===== src/rtl/dcl_pkg.sv =====
package dcl_pkg;

    localparam int RESULT_W   = 32;
    localparam int STATUS_POS = 30;

    typedef enum logic [2:0] {
        ST_IDLE,
        ST_SCAN,
        ST_WB,
        ST_CHECK,
        ST_INVAL,
        ST_DONE
    } dcl_state_e;

    // Result word: only the cleanliness bit is ever set.
    function automatic logic [RESULT_W-1:0] pack_status(input logic clean);
        logic [RESULT_W-1:0] w;
        w = '0;
        w[STATUS_POS] = clean;
        return w;
    endfunction

endpackage


===== src/rtl/dcl_first_set.sv =====
// Lowest-index-first selector over a request vector.
module dcl_first_set #(
    parameter int N = 16,
    localparam int IW = (N > 1) ? $clog2(N) : 1
) (
    input  logic [N-1:0]  req,
    output logic          found,
    output logic [IW-1:0] idx
);
    logic [N:0]   seen;
    logic [N-1:0] gnt;

    assign seen[0] = 1'b0;

    for (genvar i = 0; i < N; i++) begin : g_chain
        assign seen[i+1] = seen[i] | req[i];
        assign gnt[i]    = req[i] & ~seen[i];
    end

    assign found = seen[N];

    always_comb begin
        idx = '0;
        for (int i = 0; i < N; i++) begin
            if (gnt[i]) idx = idx | IW'(i);
        end
    end
endmodule


===== src/rtl/dcl_onehot.sv =====
// Index-to-strobe decoder, gated by an enable.
module dcl_onehot #(
    parameter int N = 16,
    localparam int IW = (N > 1) ? $clog2(N) : 1
) (
    input  logic          en,
    input  logic [IW-1:0] idx,
    output logic [N-1:0]  vec
);
    for (genvar i = 0; i < N; i++) begin : g_dec
        assign vec[i] = en && (idx == IW'(i));
    end
endmodule


===== src/rtl/dcl_clean_engine.sv =====
module dcl_clean_engine
    import dcl_pkg::*;
#(
    parameter int N_LINES = 16,
    localparam int IDX_W = (N_LINES > 1) ? $clog2(N_LINES) : 1
) (
    input  logic                clk,
    input  logic                rst_n,
    input  logic                cmd_valid,
    input  logic                cmd_inv,
    output logic                cmd_ready,
    input  logic [N_LINES-1:0]  line_valid,
    input  logic [N_LINES-1:0]  line_dirty,
    output logic                wb_req,
    output logic [IDX_W-1:0]    wb_idx,
    input  logic                wb_ack,
    output logic [N_LINES-1:0]  dirty_clr,
    output logic [N_LINES-1:0]  inval,
    output logic                done,
    output logic [RESULT_W-1:0] result,
    output logic                flag_clean
);
    dcl_state_e       state_q, state_d;
    logic             mode_q, mode_d;
    logic [IDX_W-1:0] idx_q, idx_d;
    logic             clean_q, clean_d;

    logic [N_LINES-1:0] live;
    logic               hit;
    logic [IDX_W-1:0]   hit_idx;
    logic               clr_en;
    logic               inv_en;

    assign live = line_valid & line_dirty;

    dcl_first_set #(.N(N_LINES)) u_sel (
        .req   (live),
        .found (hit),
        .idx   (hit_idx)
    );

    dcl_onehot #(.N(N_LINES)) u_clr (
        .en  (clr_en),
        .idx (idx_q),
        .vec (dirty_clr)
    );

    // State and context registers
    always_ff @(posedge clk or negedge rst_n) begin
        if (!rst_n) begin
            state_q <= ST_IDLE;
            mode_q  <= 1'b0;
            idx_q   <= '0;
            clean_q <= 1'b0;
        end else begin
            state_q <= state_d;
            mode_q  <= mode_d;
            idx_q   <= idx_d;
            clean_q <= clean_d;
        end
    end

    // Next-state logic
    always_comb begin
        state_d = state_q;
        mode_d  = mode_q;
        idx_d   = idx_q;
        clean_d = clean_q;
        unique case (state_q)
            ST_IDLE: begin
                if (cmd_valid) begin
                    mode_d  = cmd_inv;
                    state_d = ST_SCAN;
                end
            end
            ST_SCAN: begin
                if (hit) begin
                    idx_d   = hit_idx;
                    state_d = ST_WB;
                end else begin
                    clean_d = 1'b1;
                    state_d = mode_q ? ST_INVAL : ST_DONE;
                end
            end
            ST_WB: begin
                if (wb_ack) state_d = ST_CHECK;
            end
            ST_CHECK: begin
                clean_d = !hit;
                state_d = (!hit && mode_q) ? ST_INVAL : ST_DONE;
            end
            ST_INVAL: state_d = ST_DONE;
            ST_DONE:  state_d = ST_IDLE;
            default:  state_d = ST_IDLE;
        endcase
    end

    // Output decode
    always_comb begin
        cmd_ready = (state_q == ST_IDLE);
        wb_req    = (state_q == ST_WB);
        clr_en    = (state_q == ST_WB) && wb_ack;
        inv_en    = (state_q == ST_INVAL);
        done      = (state_q == ST_DONE);
    end

    assign wb_idx     = idx_q;
    assign inval      = {N_LINES{inv_en}};
    assign result     = pack_status(clean_q);
    assign flag_clean = clean_q;

endmodule


===== config.mk =====
export PLATFORM = sky130hd
export DESIGN_NAME = dcl_clean_engine
export DESIGN_NICKNAME = d
export VERILOG_FILES = /design/src/rtl/dcl_pkg.sv /design/src/rtl/dcl_first_set.sv /design/src/rtl/dcl_onehot.sv /design/src/rtl/dcl_clean_engine.sv
export SDC_FILE = /design/constraint.sdc
export NUM_CORES = 1
export LEC_CHECK = 0
export ABC_AREA = 0
export ABC_CLOCK_PERIOD_IN_PS = 1900
export CAP_MARGIN = 10
export CELL_PAD_IN_SITES_DETAIL_PLACEMENT = 0
export CELL_PAD_IN_SITES_GLOBAL_PLACEMENT = 1
export CORE_MARGIN = 2
export CORE_UTILIZATION = 17
export DETAILED_ROUTE_END_ITERATION = 10
export GPL_ROUTABILITY_DRIVEN = 1
export GPL_TIMING_DRIVEN = 0
export PLACE_DENSITY = 0.85
export SYNTH_ARGS = -nofsm -noshare
export SYNTH_HDL_FRONTEND = slang
export SYNTH_SLANG_ARGS = --single-unit
export TNS_END_PERCENT = 50

===== constraint.sdc =====
create_clock -name clk -period 1.9 [get_ports clk]
set_input_delay 0.38 -clock clk [delete_from_list [all_inputs] [get_ports clk]]
set_output_delay 0.38 -clock clk [all_outputs]
set_load 0.05 [all_outputs]

# Word level (Yosys, flattened, before mapping)
# Cells that the tools add are included.
dict set report totals {
  regBits 9
  in_bits 37
  out_inout_bits 72
  word_cells 122
}
dict set report classes {
  n_eq_ne 23
  muxes 23
  bitwise_logic 46
  n_reduce_logical 26
}
# cell count
set ops {}
lappend ops {{$eq A4 B4 Y1 const B} 8}
lappend ops {{$mux W4} 8}
lappend ops {{$mux W3} 7}
lappend ops {{$logic_and A1 B1 Y1} 18}
lappend ops {{$and A16 B16 Y16} 1}
lappend ops {{$eq A4 B3 Y1 const B} 4}
lappend ops {{$and A1 B1 Y1} 15}
lappend ops {{$not A1 Y1} 15}
lappend ops {{$or A1 B1 Y1} 15}
lappend ops {{$pmux W3 S5} 1}
lappend ops {{$eq A4 B2 Y1 const B} 2}
lappend ops {{$reduce_and A2 Y1} 4}
lappend ops {{$eq A3 B2 Y1 const B} 2}
lappend ops {{$eq A3 B3 Y1 const B} 2}
lappend ops {{$eq A4 B1 Y1 const B} 1}
lappend ops {{$logic_not A4 Y1} 1}
lappend ops {{$mux W1} 4}
lappend ops {{$mux W2} 2}
lappend ops {{$ne A2 B2 Y1 const B} 2}
lappend ops {{$eq A3 B1 Y1 const B} 1}
lappend ops {{$logic_not A3 Y1} 1}
lappend ops {{$ne A2 B1 Y1 const B} 1}
lappend ops {{$pmux W1 S2} 1}
lappend ops {{$reduce_bool A2 Y1} 1}
lappend ops {{$logic_not A1 Y1} 1}

# Depth between registers and ports, before layout
# Gate-level depths: netlist of run 1.
dict set report logic_depth {
  depth_word 20
  depth_mapped 5
  ltp_nobuf 5
}

# By module
# A second synthesis of run 1 with hierarchy kept.
dict set report unflattened {
  cells_unflattened 154
  hier_area_um2 1241.2
}
# mod instances cells_each area_per_inst_um2 seq_area_each_um2
set by_module_without_submodules {}
lappend by_module_without_submodules {dcl_clean_engine 1 98 899.6 225.2}
lappend by_module_without_submodules {dcl_first_set 1 33 224.0 0.0}
lappend by_module_without_submodules {dcl_onehot 1 23 117.6 0.0}

# Worst setup path after synthesis of run 1
# OpenSTA, ideal clock, no wires.
dict set report synth_timing {
  path_kind {reg2out}
  startpoint {register state_q[1]}
  endpoint {output port dirty_clr[0]}
  t_arrival_ns 2.787
  required_ns 1.520
  slack_ns -1.267
  stages_incl_launch_ff 5
  path_cell_list {dfrtp_1 -> nor3b_2 -> nand2_1 -> or3_1 -> nor3_1}
}
dict set report synth_between {
  elab_chain_len 3
}
# element line_no
set synth_rtl {}
lappend synth_rtl {{start, declared} dcl_clean_engine.sv:23} ;# dcl_state_e state_q, state_d;
lappend synth_rtl {{start signal, assigned} dcl_clean_engine.sv:56} ;# state_q <= state_d;
lappend synth_rtl {{$eq A3 B2 Y1} n/a}
lappend synth_rtl {{named net wb_req} dcl_clean_engine.sv:14} ;# output logic wb_req,
lappend synth_rtl {{$logic_and A1 B1 Y1} dcl_clean_engine.sv:102} ;# clr_en = (state_q == ST_WB) && wb_ack;
lappend synth_rtl {{$logic_and A1 B1 Y1} dcl_onehot.sv:11} ;# assign vec[i] = en && (idx == IW'(i));
lappend synth_rtl {{end, declared} dcl_clean_engine.sv:17} ;# output logic [N_LINES-1:0] dirty_clr,
# The timed path passes the listed nets, and every way through them passes these cells.

# Worst setup path in the final report of run 1
dict set report layout_timing {
  startpoint {register state_q[2]}
  endpoint {output port dirty_clr[0]}
}
dict set report layout_between {
  elab_chain_len 3
}
# element line_no
set layout_rtl {}
lappend layout_rtl {{$eq A3 B2 Y1} dcl_clean_engine.sv:102}
lappend layout_rtl {{$logic_and A1 B1 Y1} dcl_clean_engine.sv:102}
lappend layout_rtl {{$logic_and A1 B1 Y1} dcl_onehot.sv:11}
# No other way between the ends.

==> results of run 1 <==
==> path summary, 6_finish.rpt <==
| path | startpoint | end | slack (ps) | depth (start not counted) |
|---|---|---|---|---|
| worst min register to register | mode_q | mode_q | 500 | 1 |
| worst max register to register | state_q[2] | wb_idx[2] | 320 | 5 |
| min in group clk | mode_q | mode_q | 500 | 1 |
| worst max-delay path | state_q[2] | dirty_clr[0] | -210 | 5 |
| worst min-delay path | rst_n | flag_clean | 450 | 1 |
| max in group asynchronous | rst_n | state_q[2] | 1130 | 1 |
==> registers in the layout (all words and copies together) (netlist names) <==
| register | cells |
|---|---|
| flag_clean | 1 |
| state_q | 3 |
| wb_idx | 4 |
| mode_q | 1 |
==> worst max-delay path, cell delays in order, from the launching register on <==
cell,delay (ps)
dfrtp_2,440
nor3b_4,250
nand2_1,90
or3_4,400
nor3_4,140
buf_6,180
==> power groups by stage <==
stage	combinational [mW]	clock [mW]	sequential, mW
after detailed placement	1.77	0	0.415
final	1.80	0.222	0.415
after CTS	1.74	0.227	0.417
after global placement	1.76	0	0.406
after floorplan	1.13	0	0.544
after global routing	1.91	0.237	0.436
==> cell usage in the layout (no fill, tap or decap), types with 3 or more instances in the layout <==
| cell type | synthesis | routed |
|---|---|---|
| dfrtp_2 | 0 | 3 |
| clkbuf_2 | 0 | 3 |
| a21oi_1 | 3 | 3 |
| clkbuf_8 | 0 | 3 |
| inv_1 | 4 | 4 |
| buf_4 | 48 | 60 |
| nor2_4 | 0 | 6 |
| a32oi_1 | 3 | 3 |
| nand2_1 | 13 | 12 |
| dlymetal6s2s_1 | 0 | 6 |
| a22oi_2 | 0 | 6 |
| o21ai_0 | 6 | 5 |
| dfrtp_1 | 9 | 6 |
| conb_1 | 1 | 31 |
| nand4_1 | 3 | 3 |
| buf_6 | 0 | 15 |
| nor2_1 | 18 | 10 |
| buf_2 | 0 | 16 |
| clkdlybuf4s50_1 | 0 | 33 |
==> metrics by stage <==
step / setup TNS [ps] / util, % / area (sq um) / power, mW / worst slack, ps
detailed placement: -24520 / 34.6 / 2200 / 2.19 / -812
finish: -1530 / 36.7 / 2330 / 2.44 / -212
global placement: -32900 / 34.6 / 2190 / 2.16 / -1290
global route: -3120 / 36.7 / 2330 / 2.58 / -282
floorplan: -11090 / - / 1330 / 1.68 / -500
CTS: -2650 / 34.9 / 2210 / 2.38 / -273
==> kinds of logic (layout without fill, tap and decap cells) <==
| group | after synthesis | in the layout | synth area share [%] |
|---|---|---|---|
| and+or+nand+nor | 53 | 53 | 23.0 |
| DFF | 9 | 9 | 20.1 |
| muxes | 3 | 3 | 3.35 |
| other | 1 | 31 | 0.335 |
| AOI/OAI and AO/OA | 31 | 31 | 19.4 |
| buffers and inverters | 53 | 145 | 33.8 |
==> final cells by class <==
| type | instances | area share [%] |
|---|---|---|
| plain buffers | 49 | 15.7 |
| clock buffers | 4 | 1.93 |
| inverters | 4 | 0.644 |
| multi-input cells | 118 | 33.2 |
| flip-flops and latches | 9 | 9.82 |
| well taps | 77 | 4.13 |
| repair buffers | 88 | 34.6 |
==> layer usage <==
metal	wire length, um	share of wire [%]	track usage, %
met1	1380	38	10.5
met5	0	0	0
met4	53	1.5	3.90
met3	324	9.0	1.75
met2	1850	51	16.7
==> timing repair <==
action                     4_1_cts  5_1_grt
buffers inserted                 3        8
resized for setup              196       27
pin swaps                        9        7
setup endpoints to repair       43       43
==> results.toml, run 1 <==
[run_status]
status = "finished, violations left"
violations = "negative setup slack"

[cells_and_area]
register_area_sq_um = 229
diodes = 0
multi_input_area_sq_um = 773
syn_to_final_growth_pct = 108
fin_cells = 349
fillCellCount = 667
drive_gt1_share_pct = 46.7
fin_nets = 310

[yosys]
synth_edf_count = 0
syn_inst = 150
avgSynthCellArea_sq_um = 7.47
yosysUniqueCellTypes = 36
yosysMostFrequentCell = "buf_4"
syn_area_sq_um = 1120
yosysWarnings = 0
synth-seq-cells = 9
synth_seq_area_share_pct = 20.1
ys.flop_type = "dfrtp_1"
synth_top_area_cell = "buf_4"
synthArstFlopShare_pct = 100
yosys-top-cells-area = "buf_4 (32%), dfrtp_1 (20%), nor2_1 (6.0%)"
yosysTopAreaCellShare_pct = 32.1
yosys-top-cells-count = "buf_4 (48), nor2_1 (18), nand2_1 (13)"

[pwr]
p_clk_share_pct = 9.1
p_leak_nw = 1.17
power_frac_comb_pct = 73.9
p_switching_mw = 1.36
switching_share_pct = 55.9
internal_power_mw = 1.07
peakVddDrop_uv = 706
sequentialPowerShare_pct = 17.0
power_density_nw_per_um2 = 1050

[placement]
placed_cells = 334
hpwl_mm = 3.01
io_buffers = 77
place_congestion = 0.787

[clocking]
cts_buffer_depth = 2
cts_buffers = 3
cts_sinks = 9
cts_root_buf = "clkbuf_8"
cts_tree = "yes"
hold_buffers = 0
insertion_delay_ps = 230
path_clk_slew_ps = 40
h-tree-depth = 1

[detailed_routing]
viasPerCell = 3.89
remaining_drc_errors = 0
wl_per_cell_um = 10.3
vias = 1359
postRouteAntennaNets = 0
drt-initial-drc-count = 45
wl_mm = 3.60
drt-pass1-iter-count = 4

[timing]
fin_skew_ps = 2.35
max_slew_margin_pct = 66.4
fin_ws_ps = -212
finalMaxSlewViolations = 0
setup_violations = 14
finalCriticalPeriod_ps = 2110
rsz0062_at_grt = "yes"
finalCritPeriodShare_pct = 111
holdWs_ps = 451
tightest_slew_ps = 503
fmax_mhz = 473
timing.final.hold_violations = 0

[global_route]
grt_pass1_vias = 1187
grt_pass1_wl_mm = 5.43
grt_util_all_layers_pct = 9.23
antenna_found_initial = 0
grt_start_max_net_pins = 18
grt_overflow = 0

[die]
dieArea_sq_um = 7260
fp.dieH_um = 85.2
die_w_um = 85.2
core-area_sq_um = 6350
rows = 29
start_util_pct = 17.7
ios = 109

[critical_path]
crit_arrival_ps = 1730
crit_required_ps = 1520
cp_max_fo = 6
endpoint_kind = "output port"
startpoint_type = "flip-flop"
critical_path_class = "flip-flop to output port"

[hold_path]
timing.hold.worst.class = "input pin to async pin"

[job]
cap_violations = 0
No activity file was read; power rests on OpenSTA's default activity.
==> inputs of run 2 (changes only) <==
--- a/config.mk
+++ b/config.mk
@@ -6,16 +6,17 @@
 export NUM_CORES = 1
 export LEC_CHECK = 0
 export ABC_AREA = 0
-export ABC_CLOCK_PERIOD_IN_PS = 1900
+export ABC_CLOCK_PERIOD_IN_PS = 2000
 export CAP_MARGIN = 10
 export CELL_PAD_IN_SITES_DETAIL_PLACEMENT = 0
 export CELL_PAD_IN_SITES_GLOBAL_PLACEMENT = 1
 export CORE_MARGIN = 2
-export CORE_UTILIZATION = 17
+export CORE_UTILIZATION = 19
+export CTS_CLUSTER_SIZE = 30
 export DETAILED_ROUTE_END_ITERATION = 10
 export GPL_ROUTABILITY_DRIVEN = 1
 export GPL_TIMING_DRIVEN = 0
-export PLACE_DENSITY = 0.85
+export PLACE_DENSITY = 0.89
 export SYNTH_ARGS = -nofsm -noshare
 export SYNTH_HDL_FRONTEND = slang
 export SYNTH_SLANG_ARGS = --single-unit
==> constraint.sdc (replaced) <==
create_clock -name clk -period 2 [get_ports clk]
set_input_delay 0.4 -clock clk [delete_from_list [all_inputs] [get_ports clk]]
set_output_delay 0.4 -clock clk [all_outputs]
set_load 0.05 [all_outputs]
==> run 2 against run 1 <==
  * The flow still finishes with violations (negative setup slack)
  * Hold slack gained 28 ps
  * Via count shrank 2.9%
  * Cell area grew 0.75%
  * Non-clock buffer count shrank 1
  * Sequential share of layout area shrank 0.073 points
  * Setup slack gained 67 ps
  * Core utilization grew 5.2 points
==> results.toml, run 2 (synthesis results as in run 1) <==
[critical_path]
crit_required_ps = 1600
cp_max_fo = 5
r2r_cells = 5
r2r-start = "state_q[0]"
crit_arrival_ps = 1750
endpoint_kind = "output port"
rrSetupSlack_ps = 510
cp-endpoint = "dirty_clr[0]"
critical_path_class = "flip-flop to output port"
startpoint_type = "flip-flop"
crit_path_start = "state_q[0]"
r2r_end = "wb_idx[2]"

[die]
fp.dieH_um = 80.8
start_util_pct = 20.0
ios = 109
rows = 27
die_w_um = 80.8
core-area_sq_um = 5610
dieArea_sq_um = 6530

[job]
cap_violations = 0

[detailed_routing]
wl_per_cell_um = 10.2
drt-initial-drc-count = 27
wl_mm = 3.49
remaining_drc_errors = 0
vias = 1320
postRouteAntennaNets = 0
drt-pass1-iter-count = 4
viasPerCell = 3.85

[cells_and_area]
fin_util_pct = 41.9
final_cell_mix = "buf_4 (73), clkdlybuf4s50_1 (35), conb_1 (31)"
syn_to_final_growth_pct = 109
stdcell_area_sq_um = 2350
fin_nets = 309
largest_reg_flops = 4
diodes = 0
final_common_cell = "buf_4"
fin_cells = 343
drive_gt1_share_pct = 45.0

[pwr]
p_leak_nw = 1.17
p_clk_share_pct = 9.0
power_density_nw_per_um2 = 1010
internal_power_mw = 1.07
p_switching_mw = 1.30
power_mw = 2.37
peakVddDrop_uv = 503
switching_share_pct = 54.7
power_frac_comb_pct = 75.0
sequentialPowerShare_pct = 16.1

[run_status]
status = "finished, violations left"
violations = "negative setup slack"

[placement]
placed_cells = 329
io_buffers = 77
place_area_sq_um = 2190
place_ws_ps = -762
hpwl_mm = 2.97
place_congestion = 0.741

[hold_path]
timing.hold.worst.class = "input pin to async pin"

[clocking]
insertion_delay_ps = 230
path_clk_slew_ps = 50
h-tree-depth = 1
cts_tree = "yes"
cts_root_buf = "clkbuf_8"
cts_buffers = 3
cts_buffer_depth = 2
cts_sinks = 9

[timing]
holdWs_ps = 479
fin_skew_ps = 0.998
fmax_mhz = 466
finalMaxSlewViolations = 0
rsz0062_at_grt = "yes"
finalCritPeriodShare_pct = 107
fin_ws_ps = -145
fin_tns_setup_ps = -657
max_slew_margin_pct = 66.2
timing.final.hold_violations = 0
setup_violations = 9
finalCriticalPeriod_ps = 2150
tightest_slew_ps = 505

[global_route]
grt_util_all_layers_pct = 10.0
grt_pass1_wl_mm = 5.23
antenna_found_initial = 0
grt_pass1_vias = 1244
grt_overflow = 0
grt_start_max_net_pins = 18
run 2: cell types whose count changed in the layout (fill, tap and decap cells not counted), moves of 2 or more:
cell,before,now
a22oi_2,6,2
o21ai_1,2,0
a22oi_1,1,5
clkdlybuf4s50_1,33,35
buf_4,60,73
buf_2,16,1
run 2: worst min path at each step:
| stage | from | endpoint | slack, ps | depth (start not counted) |
|---|---|---|---|---|
| 2_1_floorplan | rst_n | flag_clean | 100 | 0 |
| 3_3_place_gp | mode_q | mode_q | 490 | 1 |
| 3_5_place_dp | mode_q | mode_q | 510 | 1 |
| 4_1_cts | rst_n | wb_idx[1] | 490 | 1 |
| 5_1_grt | rst_n | wb_idx[1] | 510 | 1 |
| 6_report | rst_n | wb_idx[1] | 480 | 1 |
run 2: power groups by stage:
stage / Sequential, mW / Clock [mW] / Combinational [mW]
6_report: 0.381 / 0.213 / 1.78
5_1_grt: 0.401 / 0.228 / 1.89
4_1_cts: 0.396 / 0.216 / 1.72
3_5_place_dp: 0.396 / 0 / 1.69
3_3_place_gp: 0.385 / 0 / 1.67
2_1_floorplan: 0.516 / 0 / 1.08
run 2: cell type report:
| type | instances | area, sq um |
|---|---|---|
| fill | 608 | 3260 |
| timing repair buffer | 87 | 850 |
| multi-input combinational | 118 | 754 |
| buffer | 49 | 365 |
| sequential | 9 | 229 |
| tap | 72 | 90.1 |
| clock buffer | 4 | 45.0 |
| inverter | 4 | 15.0 |
run 2: timing repair:
item | CTS | global route
endpoints found under the setup margin | 38 | 38
hold buffers | 0 | 0
pin swaps | 2 | 13
resized for setup | 159 | 43
setup buffers | 4 | 6
run 2: per-layer routing:
layer  vias up  GRT usage, %  wire, um
li1        693             -         -
met1       557          11.7      1360
met2        65          17.9      1740
met3         5          2.00       346
met4         0          4.07        49
met5         -             0         0
run 2: critical path, cell delays in order (launching register included):
cell and delay [ps]:
dfrtp_2 450, nor3b_4 240, nand2_1 100, or3_4 400, nor3_4 140, buf_6 180
